==> src/rtl/bw_pkg.sv <==
package bw_pkg;
  localparam int NUM_STS = 3;
  localparam int NUM_EVT = 5;
  localparam int SEL_W   = $clog2(NUM_EVT);

  localparam int STS_FIRST = 0;
  localparam int STS_LOCK  = 1;
  localparam int STS_BLANK = 2;

  typedef enum logic [1:0] {
    ST_IDLE  = 2'd0,
    ST_ARMED = 2'd1,
    ST_BUSRST = 2'd2,
    ST_DONE  = 2'd3
  } bw_state_e;
endpackage

==> src/rtl/bw_timer.sv <==
module bw_timer #(
  parameter int CNT_W     = 16,
  parameter int INIT_LOAD = 1000
) (
  input  logic             clk,
  input  logic             rst,
  input  logic             reload_we,
  input  logic [CNT_W-1:0] reload_val,
  input  logic             en,
  input  logic             tick,
  input  logic             load,
  output logic             expire
);
  logic [CNT_W-1:0] load_q;
  logic [CNT_W-1:0] cnt_q;

  always_ff @(posedge clk) begin
    if (rst) begin
      load_q <= CNT_W'(INIT_LOAD);
    end else if (reload_we) begin
      load_q <= reload_val;
    end
  end

  always_ff @(posedge clk) begin
    if (rst) begin
      cnt_q <= '0;
    end else if (load) begin
      cnt_q <= load_q;
    end else if (en && tick && (cnt_q != '0)) begin
      cnt_q <= cnt_q - CNT_W'(1);
    end
  end

  assign expire = en && tick && (cnt_q == '0);

  AST_TMR_LOAD: assert property (@(posedge clk) disable iff (rst)
    load |=> (cnt_q == $past(load_q)));

  AST_TMR_HOLD_IDLE: assert property (@(posedge clk) disable iff (rst)
    (!en && !load) |=> $stable(cnt_q));
endmodule

==> src/rtl/bw_fsm.sv <==
module bw_fsm
  import bw_pkg::*;
#(
  parameter int DATA_W   = 8,
  parameter int HOLD_CYC = 16
) (
  input  logic               clk,
  input  logic               rst,
  input  logic               cpu_rst,
  input  logic               fetch_vld,
  input  logic [DATA_W-1:0]  fetch_data,
  input  logic               expire,
  output logic               tmr_en,
  output logic               tmr_load,
  output logic [NUM_STS-1:0] set_vec,
  output logic               bus_rst
);
  localparam int HOLD_W = (HOLD_CYC > 1) ? $clog2(HOLD_CYC) : 1;
  localparam logic [DATA_W-1:0] BLANK_VAL = {DATA_W{1'b1}};

  bw_state_e state_q, state_d;
  logic exp1_q, exp1_d;
  logic [HOLD_W-1:0] hold_q, hold_d;

  always_comb begin
    state_d  = state_q;
    exp1_d   = exp1_q;
    hold_d   = hold_q;
    tmr_load = 1'b0;
    set_vec  = '0;
    unique case (state_q)
      ST_IDLE: begin
        if (!cpu_rst) begin
          state_d  = ST_ARMED;
          exp1_d   = 1'b0;
          tmr_load = 1'b1;
        end
      end
      ST_ARMED: begin
        if (cpu_rst) begin
          state_d = ST_IDLE;
          exp1_d  = 1'b0;
        end else if (fetch_vld) begin
          state_d = ST_DONE;
          if (fetch_data == BLANK_VAL) begin
            set_vec[STS_BLANK] = 1'b1;
          end
        end else if (expire) begin
          if (!exp1_q) begin
            exp1_d   = 1'b1;
            tmr_load = 1'b1;
            set_vec[STS_FIRST] = 1'b1;
          end else begin
            state_d = ST_BUSRST;
            hold_d  = '0;
            set_vec[STS_LOCK] = 1'b1;
          end
        end
      end
      ST_BUSRST: begin
        if (hold_q == HOLD_W'(HOLD_CYC - 1)) begin
          state_d = ST_IDLE;
          exp1_d  = 1'b0;
        end else begin
          hold_d = hold_q + HOLD_W'(1);
        end
      end
      ST_DONE: begin
        if (cpu_rst) begin
          state_d = ST_IDLE;
        end
      end
      default: state_d = ST_IDLE;
    endcase
  end

  always_ff @(posedge clk) begin
    if (rst) begin
      state_q <= ST_IDLE;
      exp1_q  <= 1'b0;
      hold_q  <= '0;
    end else begin
      state_q <= state_d;
      exp1_q  <= exp1_d;
      hold_q  <= hold_d;
    end
  end

  assign tmr_en  = (state_q == ST_ARMED);
  assign bus_rst = (state_q == ST_BUSRST);

  AST_DONE_NO_TIMEOUT: assert property (@(posedge clk) disable iff (rst)
    (state_q == ST_DONE) |-> (set_vec[STS_FIRST] == 1'b0 && set_vec[STS_LOCK] == 1'b0));

  AST_CANCEL_ON_CPU_RST: assert property (@(posedge clk) disable iff (rst)
    (state_q == ST_ARMED && cpu_rst) |=> (state_q == ST_IDLE && !exp1_q));

  AST_LOCK_NEEDS_FIRST: assert property (@(posedge clk) disable iff (rst)
    $rose(bus_rst) |-> $past(exp1_q));
endmodule

==> src/rtl/bw_status.sv <==
module bw_status
  import bw_pkg::*;
(
  input  logic               clk,
  input  logic               rst,
  input  logic [NUM_STS-1:0] set_vec,
  input  logic               clr_we,
  input  logic [NUM_STS-1:0] clr_mask,
  output logic [NUM_STS-1:0] status
);
  logic [NUM_STS-1:0] sts_q;

  for (genvar i = 0; i < NUM_STS; i++) begin : g_bit
    always_ff @(posedge clk) begin
      if (rst) begin
        sts_q[i] <= 1'b0;
      end else if (set_vec[i]) begin
        sts_q[i] <= 1'b1;
      end else if (clr_we && clr_mask[i]) begin
        sts_q[i] <= 1'b0;
      end
    end
  end

  assign status = sts_q;

  AST_SET_WINS: assert property (@(posedge clk) disable iff (rst)
    (set_vec != '0) |=> ((status & $past(set_vec)) == $past(set_vec)));
endmodule

==> src/rtl/bw_evt.sv <==
module bw_evt
  import bw_pkg::*;
(
  input  logic             clk,
  input  logic             rst,
  input  logic             fire,
  input  logic [SEL_W-1:0] evt_sel,
  output logic [NUM_EVT-1:0] evt_out
);
  logic [NUM_EVT-1:0] evt_q;

  for (genvar i = 0; i < NUM_EVT; i++) begin : g_line
    always_ff @(posedge clk) begin
      if (rst) begin
        evt_q[i] <= 1'b0;
      end else begin
        evt_q[i] <= fire && (evt_sel == SEL_W'(i));
      end
    end
  end

  assign evt_out = evt_q;

  AST_EVT_ONEHOT: assert property (@(posedge clk) disable iff (rst)
    $onehot0(evt_out));
endmodule

==> src/rtl/boot_watch.sv <==
module boot_watch
  import bw_pkg::*;
#(
  parameter int CNT_W     = 16,
  parameter int INIT_LOAD = 1000,
  parameter int DATA_W    = 8,
  parameter int HOLD_CYC  = 16
) (
  input  logic               clk,
  input  logic               rst,
  input  logic               cpu_rst,
  input  logic               tick,
  input  logic               fetch_vld,
  input  logic [DATA_W-1:0]  fetch_data,
  input  logic               reload_we,
  input  logic [CNT_W-1:0]   reload_val,
  input  logic               clr_we,
  input  logic [NUM_STS-1:0] clr_mask,
  input  logic [SEL_W-1:0]   evt_sel,
  output logic               bus_rst,
  output logic [NUM_STS-1:0] status,
  output logic [NUM_EVT-1:0] evt_out
);
  localparam int RUN_W = $clog2(HOLD_CYC + 2);

  logic tmr_en, tmr_load, expire;
  logic [NUM_STS-1:0] set_vec;

  bw_timer #(.CNT_W(CNT_W), .INIT_LOAD(INIT_LOAD)) u_timer (
    .clk(clk), .rst(rst), .reload_we(reload_we), .reload_val(reload_val),
    .en(tmr_en), .tick(tick), .load(tmr_load), .expire(expire)
  );

  bw_fsm #(.DATA_W(DATA_W), .HOLD_CYC(HOLD_CYC)) u_fsm (
    .clk(clk), .rst(rst), .cpu_rst(cpu_rst), .fetch_vld(fetch_vld),
    .fetch_data(fetch_data), .expire(expire), .tmr_en(tmr_en),
    .tmr_load(tmr_load), .set_vec(set_vec), .bus_rst(bus_rst)
  );

  bw_status u_status (
    .clk(clk), .rst(rst), .set_vec(set_vec), .clr_we(clr_we),
    .clr_mask(clr_mask), .status(status)
  );

  bw_evt u_evt (
    .clk(clk), .rst(rst), .fire(set_vec != '0), .evt_sel(evt_sel),
    .evt_out(evt_out)
  );

  // run length of the bus reset pulse, kept for the checks below
  logic [RUN_W-1:0] run_q;
  always_ff @(posedge clk) begin
    if (rst || !bus_rst) begin
      run_q <= '0;
    end else if (run_q != RUN_W'(HOLD_CYC + 1)) begin
      run_q <= run_q + RUN_W'(1);
    end
  end

  AST_RST_CLEAN: assert property (@(posedge clk)
    rst |=> (!bus_rst && status == '0 && evt_out == '0));

  AST_BUS_RST_MAX: assert property (@(posedge clk) disable iff (rst)
    bus_rst |-> (run_q < RUN_W'(HOLD_CYC)));

  AST_BUS_RST_LEN: assert property (@(posedge clk) disable iff (rst)
    $fell(bus_rst) |-> (run_q == RUN_W'(HOLD_CYC)));

  AST_LOCK_FLAGGED: assert property (@(posedge clk) disable iff (rst)
    $rose(bus_rst) |-> status[STS_LOCK]);

  AST_EVT_HAS_STATUS: assert property (@(posedge clk) disable iff (rst)
    (evt_out != '0) |-> (status != '0));

  AST_BLANK_FROM_FETCH: assert property (@(posedge clk) disable iff (rst)
    $rose(status[STS_BLANK]) |-> ($past(fetch_vld) && $past(fetch_data) == {DATA_W{1'b1}}));
endmodule

==> config.mk <==
export PLATFORM = sky130hd
export DESIGN_NAME = boot_watch
export DESIGN_NICKNAME = d
export VERILOG_FILES = /design/src/rtl/bw_pkg.sv /design/src/rtl/bw_timer.sv /design/src/rtl/bw_fsm.sv /design/src/rtl/bw_status.sv /design/src/rtl/bw_evt.sv /design/src/rtl/boot_watch.sv
export SDC_FILE = /design/constraint.sdc
export NUM_CORES = 1
export LEC_CHECK = 0
export BUFFER_PORTS_ARGS = -buffer_cell sky130_fd_sc_hd__buf_2
export CORE_MARGIN = 10
export CORE_UTILIZATION = 54
export CTS_CLUSTER_DIAMETER = 50
export DETAILED_ROUTE_END_ITERATION = 7
export PLACE_DENSITY = 0.79
export REMOVE_ABC_BUFFERS = 1
export SLEW_MARGIN = 20
export SYNTH_ARGS = -nofsm -noshare
export SYNTH_HDL_FRONTEND = slang
export SYNTH_HIERARCHICAL = 1
export SYNTH_SLANG_ARGS = --single-unit
==> constraint.sdc <==
create_clock -name clk -period 4.23 [get_ports clk]
set_input_delay 0.423 -clock clk [delete_from_list [all_inputs] [get_ports clk]]
set_output_delay 0.423 -clock clk [all_outputs]
set_load 0.01 [all_outputs]
**Word level (Yosys, flattened, before mapping)**

Index checks and enable logic that the tools add are counted.
W data, S select, Z words.

- Output and inout bits: 9
- Memories: 0
- RAM bits: 0
- Flip-flop bits (word level): 47
- Logic and storage cells: 102
- Bits in latches: 0
- Bits in read-only memories: 0
- Input port bits: 37

- Magnitude comparators: 0
- Shift operators: 0
- $add $sub $neg: 2
- Muxes and demuxes: 41
- Bitwise logic cells: 0
- Divide/modulo/power cells: 0
- Eq/ne operators: 21
- Multipliers: 0
- Reduce and logical (&&, ||, !) cells: 25

Operators with widths:

| cell | count |
|---|---|
| $mux W16 | 2 |
| $mux W4 | 5 |
| $mux W1 | 19 |
| $mux W2 | 9 |
| $logic_not A16 Y1 | 1 |
| $reduce_bool A16 Y1 | 1 |
| $sub A16 B1 Y16 const B | 1 |
| $ne A2 B2 Y1 const B | 6 |
| $logic_and A1 B1 Y1 | 11 |
| $reduce_and A5 Y1 | 2 |
| $reduce_bool A2 Y1 | 5 |
| $eq A8 B8 Y1 const B | 1 |
| $pmux W2 S4 | 1 |
| $pmux W4 S2 | 1 |
| $eq A3 B2 Y1 const B | 2 |
| $mux W3 | 2 |
| $ne A3 B3 Y1 const B | 2 |
| $reduce_and A6 Y1 | 1 |
| $reduce_bool A3 Y1 | 2 |
| $add A4 B1 Y4 const B | 1 |
| $eq A2 B2 Y1 const B | 2 |
| $eq A4 B4 Y1 const B | 1 |
| $ne A2 B1 Y1 const B | 2 |
| $ne A4 B3 Y1 const B | 1 |
| 8 further kinds | 8 |

**Logic depth before layout (Yosys ltp)**

- Word-level depth: 9
- Mapped depth: 10
- Gate-level depth less buffers: 9

**Modules after synthesis**

Netlist, hierarchy kept.

By module, submodules not included:

| module | area an instance (um^2) | times used | sequential area each (um^2) | cells an instance |
|---|---|---|---|---|
| bw_timer | 1,540.2 | 1 | 640.6 | 171 |
| bw_fsm | 424.2 | 1 | 140.1 | 52 |
| bw_evt | 165.2 | 1 | 100.1 | 11 |
| bw_status | 108.9 | 1 | 60.1 | 12 |
| boot_watch | 6.3 | 1 | 0.0 | 1 |

**Worst setup path after synthesis**

OpenSTA, ideal clock, no wires.

- Path type: register to register
- Start: register u_timer.cnt_q[5]
- End: register u_timer.cnt_q[5]
- Data required time: 4.135 ns
- Slack: 1.228 ns
- Stages on the path, launching flop included: 10
- Clock period less this slack: 3.002 ns
- Arrival: 2.907 ns
- Path buffers: 1
- Setup time: 0.095 ns
- Path through: dfxtp_1 nor4_1 nand4b_1 nor3_1 nand3b_1 a211oi_1 inv_1 clkbuf_1 o31a_2 a221oi_1

- Longest elaborated chain between the ends: 7
- Elaborated cells between the ends (all ways): 12
- Those cells by class: 1 x add/sub; 6 x mux; 5 x reduce/logical

RTL lines:

| item | RTL line | RTL |
|---|---|---|
| start: declaration | bw_timer.sv:15 | `logic [CNT_W-1:0] cnt_q;` |
| start signal: assignment | bw_timer.sv:29 | `cnt_q <= load_q;` |
| start signal: assignment | bw_timer.sv:31 | `cnt_q <= cnt_q - CNT_W'(1);` |
| $logic_not A16 Y1 * | bw_timer.sv:35 | `assign expire = en && tick && (cnt_q == '0);` |
| $logic_and A1 B1 Y1 * | bw_timer.sv:35 |  |
| net expire | boot_watch.sv:26 | `logic tmr_en, tmr_load, expire;` |
| $mux W1 * | bw_fsm.sv:48 | `end else if (expire) begin` |
| $mux W1 * | bw_fsm.sv:43 | `end else if (fetch_vld) begin` |
| $mux W1 * | bw_fsm.sv:40 | `if (cpu_rst) begin` |
| $pmux W1 S2 * | bw_fsm.sv:31 | `unique case (state_q)` |
| net tmr_load | boot_watch.sv:26 |  |
| $mux W16 or $reduce_bool A2 Y1 (tied branches) | n/a |  |

Mark *: on every way through the listed nets, which the timed path passes. The rest lies on a longest branch. The select of a mux whose other input is x is not followed.
A chain may end at the register's enable or synchronous reset.

**Worst setup path after layout**

Ends and elaborated chain as after synthesis.

==> impl_metrics.yaml <==
status:
  run_status: "finished, final reports clean"
die:
  die_w_um: 84.5
  dieArea_mm2: 0.00714
  placementRows: 23
  die_h_um: 84.5
  io_pins: 46
  core_region_area_mm2: 0.00400
  start_util_pct: 56.1
sta:
  finalSetupViolCount: 0
  setup_slack_ns: 0.627
  tightest_slew_ns: 0.875
  period_share_pct: 85.2
  fin_setup_tns_ns: 0
  skew_ns: 0.00789
  max_freq_ghz: 0.278
  hold_viol_final: 0
  rsz0062_at_grt: "no"
  slew_headroom_pct: 41.1
  drv_slew: 0
  min_period_ns: 3.60
layout:
  num-fill-cells: 347
  fin_cells: 340
  antenna_cells: 0
  final_nets: 328
  drive_gt1_share_pct: 22.8
  area_growth_pct: 15.4
drt:
  wirelength_um: 5110
  first_iter_violations: 157
  first_pass_iters: 4
  vias: 2014
  ant_nets: 0
  avgViaCountPerCell: 5.92
  wire_per_inst_um: 15.0
  drc: 0
synthesis:
  synth_edf_count: 0
  synthAdderAreaFrac_pct: 1.11
  synthSimpleGateAreaFrac_pct: 26.0
  async_flop_share_pct: 0
  synth.most_common_cell: "dfxtp_1"
  ys.warnings.count: 6
  synthMuxAreaShare_pct: 5.80
  synth_top_family_by_area: "simple AND/OR/NAND/NOR gates"
  synthFlopType: "dfxtp_1"
  synth_top_area_cell: "dfxtp_1"
  synth_cells: 247
  synth_top_area_share_pct: 41.9
  ys_seq_elements: 47
  synth-xor-area-share_pct: 0.780
  synth_area_mm2: 0.00224
  synth_compound_area_share_pct: 19.7
  yosysSeqAreaShare_pct: 41.9
  syn_avg_cell_area_um2: 9.09
  synth_area_leaders: "dfxtp_1, mux2i_1, nor2_1, a311oi_1, inv_1"
  synth_commonest_cells: "dfxtp_1, nor2_1, inv_1, mux2i_1, nand2_1"
  synth_cell_types: 59
clocking:
  clkSlewWorstSetupHoldPaths_ns: 0.09
  cts.path.max_buffers: 2
  cts_hold_buf: 0
  clockRootBuffer: "clkbuf_8"
  cts_sinks: 47
  worstSkewPairLatency_ns: 0.31
  htree_levels: 2
  cts_buffers: 5
  cts_resized: 0
  cts_setup_buffers: 0
  cts_tree: "built"
worst_setup_path:
  crit_type: "reg -> reg"
  setup.worst_path.end_class: "flip-flop"
  critPathSlowestCell: "nor4_1"
  crit_arrival_ns: 3.81
  cpLargestDelayFamily: "simple AND/OR/NAND/NOR gates"
  crit_fanout: 20
  worst-path-buf-inv: 2
  crit_chain: "nor4_1 > nand4b_1 > nor3_1 > nand3b_1 > a211oi_1 > buf_4 > inv_1 > o31a_2 > a221oi_1"
  start_kind: "flip-flop"
  required_ns: 4.44
  slowest_delay_ns: 0.78
global_route:
  grt_pass1_wl_um: 8830
  grt_overflow: 0
  first_global_vias: 1988
  grt_max_degree: 38
  antenna_found_initial: 0
  grt_usage_pct: 14.3
place:
  numPortBuffers: 45
  placedCellCount: 332
  place_hpwl_um: 3600
  dpl_worst_slack_ns: 0.825
  place_congestion: 0.849
pwr:
  power_leakage_nw: 1.04
  pwr_density_cell_mw_per_mm2: 348
  max-vdd-ir-drop_mv: 0.295
min_path:
  hp-class: "in -> reg"
flow_run:
  cap_violations: 0
-- worst paths after layout --
| path | startpoint | to | slack [ns] | depth (start not counted) |
|---|---|---|---|---|
| max | u_timer/cnt_q[5] | u_timer/cnt_q[5] | 0.63 | 9 |
| min | clr_mask[0] | u_status/status[0] | 0.30 | 2 |
| max reg2reg | u_timer/cnt_q[5] | u_timer/cnt_q[5] | 0.63 | 9 |
| min reg2reg | u_timer/load_q[9] | u_timer/load_q[9] | 0.48 | 2 |
-- power breakdown --
group	switching (mW)	internal [mW]	leakage, nW
Sequential	0.0214	0.466	0.386
Clock	0.157	0.118	0.0443
Combinational	0.0766	0.0602	0.612
-- layer usage --
layer  GRT usage, %  part of all wire [%]  vias to the layer above
li1               -                     -                     1026
met1           17.3                    46                      918
met2           22.5                    45                       63
met3           5.51                   7.3                        7
met4           5.09                   1.3                        0
met5              0                     0                        -
-- kinds of logic (layout without fill, tap and decap cells) --
logic type | after synthesis | after routing
AO/OA/AOI/OAI | 57 | 57
XOR/XNOR | 2 | 2
adder cells (fa/ha/maj) | 2 | 2
buffers and inverters | 27 | 70
flip-flops | 47 | 47
multiplexers | 13 | 13
AND/OR/NAND/NOR | 99 | 99
-- sequential cells by signal (all words and copies together) (netlist names) --
name / flops
u_evt/evt_out: 5
u_fsm/exp1_q: 1
u_fsm/hold_q: 4
u_fsm/state_q: 2
u_status/status: 3
u_timer/cnt_q: 16
u_timer/load_q: 16
-- placed cells by master, fill, tap and decap left out, types with 7 or more instances in the layout --
cell type and count:
a311oi_1 8, a211oi_1 7, dfxtp_1 47, inv_1 15, buf_2 45, o21ai_0 7
nand4_1 7, nand2_1 13, nor2_1 26, mux2i_1 13
-- worst register-to-register path: stages, from the launching register on --
cell	delay [ns]
dfxtp_1	0.37
nor4_1	0.78
nand4b_1	0.43
nor3_1	0.46
nand3b_1	0.16
a211oi_1	0.28
buf_4	0.26
inv_1	0.31
o31a_2	0.22
a221oi_1	0.25
-- layout make-up --
class,instances,area (um^2),share of cell area [%]
multi-input cells,173,1200,46.3
inverters,16,60.1,2.32
well taps,50,62.6,2.42
clock inverters,3,25.0,0.966
flip-flops and latches,47,941,36.3
clock buffers,5,68.8,2.66
repair buffers,46,233,8.99
-- per-stage QoR --
step / instance area, um^2 / power (mW) / util, % / hold slack, ns
after floorplan: 2200 / 0.580 / - / 0.436
after global placement: 2500 / 0.628 / 62.4 / 0.461
after detailed placement: 2500 / 0.631 / 62.4 / 0.457
after CTS: 2590 / 0.906 / 64.7 / 0.296
after global routing: 2590 / 0.947 / 64.7 / 0.296
final: 2590 / 0.900 / 64.7 / 0.297
Power figures use the tool's default switching activity.
